**src/rtl/cms_pkg.sv**
```systemverilog
package cms_pkg;
  typedef enum logic [1:0] {
    SCOPE_ALL   = 2'd0,
    SCOPE_LINE  = 2'd1,
    SCOPE_RANGE = 2'd2,
    SCOPE_RSVD  = 2'd3
  } scope_e;

  // strobes from control to datapath
  typedef struct packed {
    logic load;  // latch an accepted command
    logic step;  // current line finished, move on
  } seqStrobe_t;
endpackage

```
**src/rtl/cms_datapath.sv**
```systemverilog
module cms_datapath
  import cms_pkg::*;
#(
  parameter int ADDR_W = 32,
  parameter int LEN_W  = 16,
  parameter int IDX_W  = 4,
  parameter int OFF_W  = 6
) (
  input  logic                         clk,
  input  logic                         rstN,
  input  seqStrobe_t                   strobe,
  input  logic                         cmdOp,
  input  logic [1:0]                   cmdScope,
  input  logic [ADDR_W-1:0]            cmdAddr,
  input  logic [LEN_W-1:0]             cmdLen,
  input  logic [ADDR_W-IDX_W-OFF_W-1:0] arrTag,
  input  logic                         arrValid,
  output logic                         badParam,
  output logic                         zeroLen,
  output logic                         opInv,
  output logic                         lastLine,
  output logic                         lineHit,
  output logic [IDX_W-1:0]             arrIdx,
  output logic [ADDR_W-1:0]            wbAddr
);
  localparam int TAG_W     = ADDR_W - IDX_W - OFF_W;
  localparam int LN_W      = ADDR_W - OFF_W;
  localparam int NUM_LINES = 1 << IDX_W;
  localparam int CNT_A     = LEN_W - OFF_W + 1;
  localparam int CNT_W     = (CNT_A > IDX_W + 1) ? CNT_A : IDX_W + 1;

  logic [LN_W-1:0]  lineNo;
  logic [CNT_W-1:0] remain;
  logic             scopeAllQ;

  // parameter screening on the live command inputs
  always_comb begin
    badParam = (cmdScope == SCOPE_RSVD)
             | ((cmdScope != SCOPE_ALL) & (cmdAddr[OFF_W-1:0] != '0))
             | ((cmdScope == SCOPE_RANGE) & (cmdLen[OFF_W-1:0] != '0));
    zeroLen  = (cmdScope == SCOPE_RANGE) & (cmdLen == '0);
  end

  always_ff @(posedge clk or negedge rstN) begin
    if (!rstN) begin
      lineNo    <= '0;
      remain    <= '0;
      scopeAllQ <= 1'b0;
      opInv     <= 1'b0;
    end else if (strobe.load) begin
      opInv     <= cmdOp;
      scopeAllQ <= (cmdScope == SCOPE_ALL);
      unique case (cmdScope)
        SCOPE_ALL: begin
          lineNo <= '0;
          remain <= CNT_W'(NUM_LINES);
        end
        SCOPE_LINE: begin
          lineNo <= cmdAddr[ADDR_W-1:OFF_W];
          remain <= CNT_W'(1);
        end
        default: begin
          lineNo <= cmdAddr[ADDR_W-1:OFF_W];
          remain <= CNT_W'(cmdLen[LEN_W-1:OFF_W]);
        end
      endcase
    end else if (strobe.step) begin
      lineNo <= lineNo + LN_W'(1);
      remain <= remain - CNT_W'(1);
    end
  end

  always_comb begin
    arrIdx   = lineNo[IDX_W-1:0];
    lastLine = (remain == CNT_W'(1));
    lineHit  = scopeAllQ | (arrValid & (arrTag == lineNo[LN_W-1:IDX_W]));
    wbAddr   = {arrTag, arrIdx, {OFF_W{1'b0}}};
  end
endmodule

```
**src/rtl/cms_control.sv**
```systemverilog
module cms_control
  import cms_pkg::*;
(
  input  logic       clk,
  input  logic       rstN,
  input  logic       cmdValid,
  input  logic       badParam,
  input  logic       zeroLen,
  input  logic       opInv,
  input  logic       lastLine,
  input  logic       lineHit,
  input  logic       arrValid,
  input  logic       arrDirty,
  input  logic       wbReady,
  output logic       cmdReady,
  output seqStrobe_t strobe,
  output logic       doneStrobe,
  output logic       doneError,
  output logic       arrWrEn,
  output logic       arrWrValid,
  output logic       arrWrDirty,
  output logic       wbValid
);
  typedef enum logic {ST_IDLE, ST_WALK} state_e;
  state_e state;

  logic walking, accept, needWb, advance;

  always_comb begin
    walking     = (state == ST_WALK);
    cmdReady    = !walking;
    accept      = cmdReady & cmdValid;
    needWb      = walking & !opInv & lineHit & arrValid & arrDirty;
    wbValid     = needWb;
    advance     = walking & (!needWb | wbReady);
    arrWrEn     = walking & (opInv ? lineHit : (needWb & wbReady));
    arrWrValid  = !opInv;
    arrWrDirty  = 1'b0;
    strobe.load = accept & !badParam & !zeroLen;
    strobe.step = advance;
  end

  always_ff @(posedge clk or negedge rstN) begin
    if (!rstN) begin
      state      <= ST_IDLE;
      doneStrobe <= 1'b0;
      doneError  <= 1'b0;
    end else begin
      doneStrobe <= 1'b0;
      doneError  <= 1'b0;
      if (accept) begin
        if (badParam) begin
          doneStrobe <= 1'b1;
          doneError  <= 1'b1;
        end else if (zeroLen) begin
          doneStrobe <= 1'b1;
        end else begin
          state <= ST_WALK;
        end
      end
      if (advance && lastLine) begin
        state      <= ST_IDLE;
        doneStrobe <= 1'b1;
      end
    end
  end
endmodule

```
**src/rtl/cache_maint_seq.sv**
```systemverilog
module cache_maint_seq
  import cms_pkg::*;
#(
  parameter int ADDR_W = 32,
  parameter int LEN_W  = 16,
  parameter int IDX_W  = 4,
  parameter int OFF_W  = 6,
  localparam int TAG_W = ADDR_W - IDX_W - OFF_W
) (
  input  logic              clk,
  input  logic              rstN,
  input  logic              cmdValid,
  output logic              cmdReady,
  input  logic              cmdOp,
  input  logic [1:0]        cmdScope,
  input  logic [ADDR_W-1:0] cmdAddr,
  input  logic [LEN_W-1:0]  cmdLen,
  output logic              doneStrobe,
  output logic              doneError,
  output logic [IDX_W-1:0]  arrIdx,
  input  logic [TAG_W-1:0]  arrTag,
  input  logic              arrValid,
  input  logic              arrDirty,
  output logic              arrWrEn,
  output logic              arrWrValid,
  output logic              arrWrDirty,
  output logic              wbValid,
  input  logic              wbReady,
  output logic [ADDR_W-1:0] wbAddr
);
  seqStrobe_t strobe;
  logic badParam, zeroLen, opInv, lastLine, lineHit;

  cms_datapath #(
    .ADDR_W(ADDR_W), .LEN_W(LEN_W), .IDX_W(IDX_W), .OFF_W(OFF_W)
  ) dp (
    .clk(clk), .rstN(rstN), .strobe(strobe),
    .cmdOp(cmdOp), .cmdScope(cmdScope), .cmdAddr(cmdAddr), .cmdLen(cmdLen),
    .arrTag(arrTag), .arrValid(arrValid),
    .badParam(badParam), .zeroLen(zeroLen), .opInv(opInv),
    .lastLine(lastLine), .lineHit(lineHit), .arrIdx(arrIdx), .wbAddr(wbAddr)
  );

  cms_control ctl (
    .clk(clk), .rstN(rstN), .cmdValid(cmdValid),
    .badParam(badParam), .zeroLen(zeroLen), .opInv(opInv),
    .lastLine(lastLine), .lineHit(lineHit),
    .arrValid(arrValid), .arrDirty(arrDirty), .wbReady(wbReady),
    .cmdReady(cmdReady), .strobe(strobe),
    .doneStrobe(doneStrobe), .doneError(doneError),
    .arrWrEn(arrWrEn), .arrWrValid(arrWrValid), .arrWrDirty(arrWrDirty),
    .wbValid(wbValid)
  );
endmodule

```
**config.mk**
```make
export PLATFORM = sky130hd
export DESIGN_NAME = cache_maint_seq
export DESIGN_NICKNAME = d
export VERILOG_FILES = /design/src/rtl/cms_pkg.sv /design/src/rtl/cms_datapath.sv /design/src/rtl/cms_control.sv /design/src/rtl/cache_maint_seq.sv
export SDC_FILE = /design/constraint.sdc
export NUM_CORES = 1
export LEC_CHECK = 0
export BUFFER_PORTS_ARGS = -buffer_cell sky130_fd_sc_hd__buf_2
export CAP_MARGIN = 20
export CORE_ASPECT_RATIO = 1.2
export CORE_MARGIN = 2
export CORE_UTILIZATION = 35
export DETAILED_ROUTE_END_ITERATION = 8
export GPL_TIMING_DRIVEN = 0
export PLACE_DENSITY = 0.62
export SLEW_MARGIN = 25
export SYNTH_ARGS = -nofsm -noshare
export SYNTH_HDL_FRONTEND = slang
export SYNTH_SLANG_ARGS = --single-unit
```
**constraint.sdc**
```tcl
create_clock -name clk -period 2.5 [get_ports clk]
set_input_delay 0 -clock clk [delete_from_list [all_inputs] [get_ports clk]]
set_output_delay 0 -clock clk [all_outputs]
set_load 0.02 [all_outputs]
```
==> results of run 1 <==
-- cell families (layout without fill, tap and decap cells) --
| kind of cell | after synthesis | after routing | synth area share |
|---|---|---|---|
| and+or+nand+nor | 160 | 160 | 0.272 |
| other | 1 | 7 | 0.00116 |
| muxes | 1 | 1 | 0.00309 |
| xor gates and xnor gates | 24 | 24 | 0.0648 |
| buffers and inverters | 69 | 215 | 0.132 |
| DFF | 42 | 42 | 0.324 |
| AOI/OAI and AO/OA | 91 | 91 | 0.191 |
| adders and majority gates | 3 | 3 | 0.0116 |
-- registers in the layout, summed over array words and instances (netlist names) --
name	cells
ctl.doneStrobe	1
dp.opInv	1
dp.scopeAllQ	1
ctl.doneError	1
dp.remain	11
ctl.state	1
dp.lineNo	26
-- cell usage in the layout (no fill, tap or decap), types with 10 or more instances in the layout --
cell and instances:
buf_2 118, a31oi_1 16, buf_4 42, nand4_1 11
dlygate4sd3_1 24, xnor2_1 21, clkbuf_1 10, or4_1 11
nand3_1 40, or3_1 14, o21ai_0 12, dfrtp_1 42
nor2_1 18, a21oi_1 19, nand2_1 25
-- worst min-delay path: stages --
cell and delay (ns):
buf_2 0.08, a21oi_1 0.05, a31oi_1 0.12
-- area by class of cell --
cell class	instances	area (µm²)	share of cell area
timing repair buffer	140	828	0.191
sequential	42	1050	0.242
clock buffer	7	76.3	0.0176
buffer	59	398	0.0915
tap	120	150	0.0345
inverter	9	33.8	0.00777
multi-input combinational	286	1810	0.416
-- power by group through the flow --
stage	Combinational [W]	Sequential (W)	Clock, W
final	0.00170	0.00146	0.000442
after global routing	0.00189	0.00151	0.000477
after CTS	0.00171	0.00143	0.000447
after detailed placement	0.00166	0.00144	0
after global placement	0.00163	0.00143	0
after floorplan	0.00123	0.00130	0
-- metal layers --
metal	GRT usage	up-vias	wire length, µm
met3	0.0281	23	920
met4	0.0917	0	300
li1	-	1743	-
met1	0.295	1749	4770
met2	0.408	217	5630
met5	0	-	0
-- worst paths after layout --
| kind | slack (ns) | end |
|---|---|---|
| hold / removal | -0.003 | dp.lineNo[15] |
| setup reg to reg | 0.13 | dp.lineNo[25] |
| hold reg to reg | 0.49 | dp.remain[10] |
| setup / recovery | 0.13 | dp.lineNo[25] |
| min in group asynchronous | 0.23 | dp.remain[0] |
| max in group asynchronous | 1.85 | dp.lineNo[14] |
-- repair_timing --
| item | CTS | global route |
|---|---|---|
| hold buffers | 24 | 0 |
| hold endpoints to repair | 65 | 0 |
| pin swaps | 0 | 1 |
| endpoints found under the setup margin | 11 | 30 |
| resized for setup | 3 | 6 |
| setup buffers | 0 | 2 |
-- through the flow --
stage | power [W] | utilization | std cells | setup WS (ns)
2_1_floorplan | 0.00254 | - | 397 | 0.438
3_3_place_gp | 0.00305 | 0.441 | 631 | -0.0806
4_1_cts | 0.00358 | 0.478 | 662 | 0.0199
6_report | 0.00360 | 0.481 | 663 | 0.128
5_1_grt | 0.00388 | 0.481 | 663 | 0.00140
3_5_place_dp | 0.00310 | 0.441 | 631 | -0.119
==> metrics.txt, run 1 <==
Core Rows 38; Psw 0.00160 W; pin count of the biggest net entering global routing 43; FILL cells 944; CP top delay family simple AND/OR/NAND/NOR gates; via count ~3.7k; Final period util 0.949; hold depth 3; Hold Vio Cnt, Final 1; worst hold slack -0.00311 ns; Slew @ Worst Pin 0.635 ns; Setup TNS 0 ns; CTS tree done; CTS Buffer Depth 2; Final GP Congestion 0.900; Min Clock Period, post-route around 2.4 ns; CP Cell Sequence xnor2_1 -> nand4_1 -> nor4_4 -> and3_4 -> buf_6 -> clkbuf_1 -> or4b_1 -> nand3_1; Total Wirelength 11600 µm; Hold Startpoint cmdAddr[21]; H-tree Lvls 2; Die H 109 µm; Max Slew Vio Count 0; Seq/Total Area, Yosys 0.324; area share of the leading cell type in the synthesized netlist 0.324; Clk network pwr share 0.123; Vias/cell 5.63; Setup Crit Path Kind flop to flop; die outline width 91.9 µm; first-pass GRT wire length roughly 18000 µm; maximum vdd ir drop 423 µV; clk sink count 42; Crit-path slowest cell dfrtp_1; crit path max fanout 10; dpl cell area around 4000 µm²; Pint 0.00200 W; leak pwr roughly 1.9 nW; Synth warnings 0; outcome finished, violations left; Nets 625; Antenna Nets Post-Route 0; Post-synth EDFFs 0; layout cell share with drive strength beyond 1 0.331; failing checks negative hold slack; Synth Instances about 390; critical path depth 8; IO Port Bufs roughly 110; CP Capture Type flop; initial antenna violation count 0; Die ar. 10100 µm²; achievable frequency 422 MHz; Worst EP arrival about 2.6 ns; design area 4350 µm²; flops & latches, synth 42; cell area after synthesis 3240 µm²; leading area contributor after synthesis dfrtp_1; cell with the most instances after synthesis dfrtp_1; Sw Share 0.445; First-pass DRT Iterations 7; IO Pins 122; Synth cell types between 50 and 60; Gate power share 0.472; max_slew headroom 0.577; WP buf/inv 2; max-cap violation count 0; Clock Skew 0.00455 ns; critical path required time 2.68 ns; Starting DRT DRC Count 369; Final Setup Violations 0; HP Class input port to flop; r2r startpoint dp.lineNo[17]; area of the core 9030 µm²; synth cell count leaders 42 x dfrtp_1, 41 x nand3_1, 39 x buf_4, 25 x nand2_1, 21 x xnor2_1; Routed WL per cell 17.5 µm; crit path launch type flop; reg2reg path depth 8; DRC Markers 0; HPWL Detailed 8630 µm; clock buffer count from CTS 5; clk root buf clkbuf_8; Antenna diodes 0; GRT Overall Usage 0.233; unrepaired setup endpoints after global routing no; Critical Path Source dp.lineNo[17]; Layout area overhead 34.0%; asr flop ratio synth 1.00; Pwr per Cell Area 827 nW/µm²; Worst-path clk slew 0.08 ns; starting density of the core 0.359; Avg Cell Area, Syn 8.29 µm²; number of global-route vias before repair 3620; Primary FF master, synth dfrtp_1; largest stage delay on the critical path between 0.4 and 0.5 ns; Sequential Power Share 0.405; top post-synthesis cells by area dfrtp_1 32%, buf_4 9.0%, nand3_1 6.3%; Skew-Pair Late Insertion Delay 0.30 ns; total grt overflow 0
Note: power is estimated with default switching activity, not from simulation.
==> inputs of run 2 (changes only) <==
--- a/config.mk
+++ b/config.mk
@@ -10,6 +10,7 @@
 export CORE_ASPECT_RATIO = 1.2
 export CORE_MARGIN = 2
 export CORE_UTILIZATION = 35
+export CTS_BUF_LIST = sky130_fd_sc_hd__clkbuf_4 sky130_fd_sc_hd__clkbuf_8 sky130_fd_sc_hd__clkbuf_16
 export DETAILED_ROUTE_END_ITERATION = 8
 export GPL_TIMING_DRIVEN = 0
 export PLACE_DENSITY = 0.62
==> run 2 against run 1 <==
The run still ends with negative hold slack left. Sequential power about the same. Routed wire length down 0.68%. Final area up 0.17%. Largest cell class unchanged. Highest routed layer unchanged.
==> metrics.txt, run 2 (synthesized netlist as in run 1, its figures left out) <==
commonest non-fill, non-tap cell in the layout buf_2; failing checks negative hold slack; maximum vdd ir drop 424 µV; design area 4350 µm²; top sig layer met4; PnR Total Power 0.00361 W; critical path required time ~2.7 ns; via count roughly 3.7k; CP Cell Sequence xnor2_1 -> nand4_1 -> nor4_4 -> and3_4 -> buf_6 -> clkbuf_1 -> or4b_1 -> nand3_1; CP Capture Type flop; Min Clock Period, post-route around 2.3 ns; DR WL met3 between 800 and 900 µm; wire length on met1 4740 µm; HP Class input port to flop; Die H 109 µm; Antenna Nets Post-Route 0; Skew-Pair Late Insertion Delay 0.30 ns; max-cap violation count 0; achievable frequency ~430 MHz; clk sink count 42; largest stage delay on the critical path around 0.45 ns; max_slew headroom 0.578; area of the core 9030 µm²; Worst EP arrival 2.52 ns; number of global-route vias before repair 3620; Final GP Congestion approximately 0.90; outcome finished, violations left; crit path max fanout 10; pin count of the biggest net entering global routing 43; crit path launch type flop; layout cell share with drive strength beyond 1 0.335; Inst Count DP 631; Core Rows 38; met2 wire length 5660 µm; first-pass GRT wire length 18500 µm; H-tree Lvls 2; CTS Buffer Depth 2; clk root buf clkbuf_8; clock buffer count from CTS 5; First-pass DRT Iterations 5; Pwr per Cell Area a little over 800 nW/µm²; DRC Markers 0; FF-to-FF setup slack 0.15 ns; Regs by FF count dp.lineNo x26, dp.remain x11; HPWL Detailed 8630 µm; post-route insts no fill 663; Largest Register dp.lineNo; CP top delay family simple AND/OR/NAND/NOR gates; CTS tree done; Slew @ Worst Pin 0.633 ns; Vias/cell about 5.6; Die ar. 10100 µm²; Final Setup Violations 0; starting density of the core 0.359; Nets 625; leak pwr approximately 1.9 nW; Final period util 0.939; WP buf/inv 2; Setup Crit Path Kind flop to flop; IO Pins between 100 and 150; FILL cells 941; Total Wirelength 11500 µm; Antenna diodes 0; IO Port Bufs 114; die outline width 91.9 µm; Max Slew Vio Count 0; max reg flops 26; GRT Overall Usage 0.233; Worst-path clk slew 0.08 ns; Clock Skew 0.00452 ns; Layout area overhead 34.3%; fin util 0.482; most frequent cells in the layout 118 x buf_2, 42 x buf_4, 42 x dfrtp_1; Starting DRT DRC Count 375; Hold Vio Cnt, Final 1; unrepaired setup endpoints after global routing no; total grt overflow 0; Routed WL per cell around 17 µm; dpl cell area 3990 µm²; initial antenna violation count 0; worst hold slack -0.00412 ns; Crit-path slowest cell dfrtp_1
-- run 2: cell type report --
class                   count  area [µm²]  area share
multi-input cells         286        1810       0.416
flip-flops and latches     42        1050       0.241
repair buffers            140         828       0.190
plain buffers              59         398      0.0914
well taps                 120         150      0.0345
clock buffers               7        83.8      0.0193
inverters                   9        33.8     0.00776
-- run 2: path summary, 6_finish.rpt --
path                               start  cells after the start       endpoint
max                        dp.lineNo[17]                      8  dp.lineNo[25]
min                          cmdAddr[21]                      3  dp.lineNo[15]
max reg2reg                dp.lineNo[17]                      8  dp.lineNo[25]
min reg2reg                dp.remain[10]                      1  dp.remain[10]
max in group asynchronous           rstN                      2   dp.remain[3]
min in group asynchronous           rstN                      2   dp.remain[1]
-- run 2: routing by layer --
layer | vias up | track usage
met1 | 1757 | 0.295
li1 | 1741 | -
met5 | - | 0
met4 | 0 | 0.0917
met3 | 21 | 0.0281
met2 | 204 | 0.408
-- run 2: worst reg2reg max path: stages (launching register included) --
cell	delay (ns)
dfrtp_1	0.45
xnor2_1	0.19
nand4_1	0.19
nor4_4	0.32
and3_4	0.24
buf_6	0.12
clkbuf_1	0.42
or4b_1	0.21
nand3_1	0.08
-- run 2: stage by stage --
step	setup WS, ns	hold slack, ns	TNS [ns]
6_report	0.153	-0.00412	0
5_1_grt	0.00167	0.00821	0
4_1_cts	0.0200	0.0103	0
3_5_place_dp	-0.119	0.218	-0.254
3_3_place_gp	-0.0806	0.211	-0.120
2_1_floorplan	0.438	-0.296	0
-- run 2: timing repair --
action,in CTS,in global routing
hold buffers,24,0
pin swaps,0,1
buffers inserted,0,2
cloned,0,0
gates resized for setup,3,6
setup endpoints to repair,11,30
endpoints found under the hold margin,65,0
-- run 2: power breakdown --
| part | total, W | internal (W) | switching (W) |
|---|---|---|---|
| Clock | 0.000462 | 0.000215 | 0.000247 |
| Combinational | 0.00169 | 0.000800 | 0.000893 |
| Sequential | 0.00146 | 0.00100 | 0.000457 |
==> inputs of run 3 (changes only) <==
--- a/config.mk
+++ b/config.mk
@@ -14,6 +14,7 @@
 export DETAILED_ROUTE_END_ITERATION = 8
 export GPL_TIMING_DRIVEN = 0
 export PLACE_DENSITY = 0.62
+export RECOVER_POWER = 100
 export SLEW_MARGIN = 25
 export SYNTH_ARGS = -nofsm -noshare
 export SYNTH_HDL_FRONTEND = slang
==> run 3 against run 2 <==
Largest power group unchanged. The flow still finishes with violations (negative hold slack). Critical path type unchanged. Maximum frequency down 0.20%. Sequential power about the same. Global-route usage did not move. First-iteration DRC count is 8.5% lower. Power shrank 0.59%.
==> metrics.txt, run 3 (synthesized netlist as in run 1, its figures left out) <==
outcome finished, violations left; failing checks negative hold slack; HPWL Detailed 8630 µm; clk root buf clkbuf_8; area of the core 9030 µm²; Antenna Nets Post-Route 0; Regs by FF count dp.lineNo x26, dp.remain x11; Hold EP dp.lineNo[15]; crit path max fanout 10; FILL cells around 950; Multi-input gate area between 1500 and 2000 µm²; Hold Startpoint cmdAddr[21]; DRC Markers 0; first-pass GRT wire length 18500 µm; total grt overflow 0; Final Setup Violations 0; hold depth 3; achievable frequency 425 MHz; Max Slew Vio Count 0; IO Pins 122; maximum vdd ir drop 425 µV; starting density of the core 0.359; HP Class input port to flop; final setup margin about 0.15 ns; max-cap violation count 0; Antenna diodes 0; number of global-route vias before repair 3620; CTS tree done; clk sink count between 40 and 50; Total Wirelength between 10000 and 15000 µm; via count about 3.7k; Skew-Pair Late Insertion Delay ~0.3 ns; Pwr per Cell Area around 830 nW/µm²; leak pwr 1.81 nW; Final period util 0.941; most frequent cells in the layout 84 x buf_2, 42 x clkbuf_1, 42 x dfrtp_1; reg2reg path depth 8; worst hold slack -0.000436 ns; Layout area overhead 32.9%; H-tree Lvls 2; Die ar. 10100 µm²; Min Clock Period, post-route between 2 and 2.5 ns; GRT Overall Usage 0.233; Core Rows 38; Vias/cell ~5.6; Clock Skew 0.00416 ns; die outline width 91.9 µm; register area around 1100 µm²; critical path required time 2.67 ns; CP Capture Type flop; FF-to-FF setup slack ~0.15 ns; unrepaired setup endpoints after global routing no; commonest non-fill, non-tap cell in the layout buf_2; Slew @ Worst Pin 1.19 ns; initial antenna violation count 0; Hold Vio Cnt, Final 1; dpl cell area 3990 µm²; reg-to-reg endpoint dp.remain[9]; r2r startpoint dp.lineNo[17]; First-pass DRT Iterations 5; Starting DRT DRC Count 343; DP Worst Slack -0.119 ns; Die H 109 µm; Final GP Congestion 0.900; clock buffer count from CTS 5; max_slew headroom 0.208; PnR Total Power approximately 0.0036 W; Setup Crit Path Kind flop to flop; Worst EP arrival between 2 and 3 ns; crit path launch type flop; IO Port Bufs 114; Nets 625; design area ~4300 µm²; CTS Buffer Depth 2; Largest Register dp.lineNo; layout cell share with drive strength beyond 1 0.273; Routed WL per cell 17.5 µm; max reg flops 26; pin count of the biggest net entering global routing 43; Worst-path clk slew ~0.08 ns
-- run 3: metrics by stage --
stage / setup TNS, ns / hold WS (ns) / utilization / instances
after CTS: 0 / 0.0103 / 0.478 / 662
after global routing: 0 / 0.00821 / 0.477 / 663
final: 0 / -0.000436 / 0.477 / 663
after detailed placement: -0.254 / 0.218 / 0.441 / 631
after floorplan: 0 / -0.296 / - / 397
after global placement: -0.120 / 0.211 / 0.441 / 631
-- run 3: cell type report --
class                           instances  area share
Tap cell                              120      0.0348
Sequential cell                        42       0.244
Clock buffer                            7      0.0195
Buffer                                 59      0.0923
Multi-Input combinational cell        286       0.420
Timing Repair Buffer                  140       0.182
Inverter                                9     0.00784
-- run 3: worst max-delay path, stage by stage (launching register included) --
cell and delay, ns:
dfrtp_1 0.45, xnor2_1 0.20, nand4_1 0.19, nor4_4 0.33, and3_4 0.24, buf_6 0.12, clkbuf_1 0.42, or3_1 0.19
a31oi_1 0.08
-- run 3: what timing repair did --
item                                    in CTS  in global routing
pin swaps                                    0                  1
endpoints found under the hold margin       65                  0
hold buffers                                24                  0
endpoints found under the setup margin      11                 30
buffers inserted                             0                  2
gates resized for setup                      3                  6
-- run 3: worst max-delay path by stage --
stage | from | end | slack, ns | cells past startpoint
2_1_floorplan | dp.lineNo[7] | dp.lineNo[5] | 0.44 | 9
3_3_place_gp | dp.opInv | dp.lineNo[3] | -0.08 | 7
3_5_place_dp | dp.opInv | dp.lineNo[3] | -0.12 | 7
4_1_cts | dp.opInv | dp.lineNo[3] | 0.02 | 7
5_1_grt | dp.lineNo[4] | dp.lineNo[25] | 0.002 | 8
6_report | dp.lineNo[17] | dp.remain[9] | 0.15 | 8
-- run 3: routing by layer --
layer,up-vias,global-route usage,part of all wire
met5,-,0,0
met4,0,0.0917,0.023
met3,21,0.0281,0.084
met2,197,0.408,0.49
met1,1737,0.295,0.41
li1,1738,-,-
-- run 3: report_power, final --
group | internal [W] | leakage, nW | switching, W | total, W
combinational | 0.000770 | 1.25 | 0.000900 | 0.00167
clock | 0.000215 | 0.0452 | 0.000247 | 0.000462
sequential | 0.00100 | 0.513 | 0.000458 | 0.00146
total | 0.00199 | 1.81 | 0.00161 | 0.00359
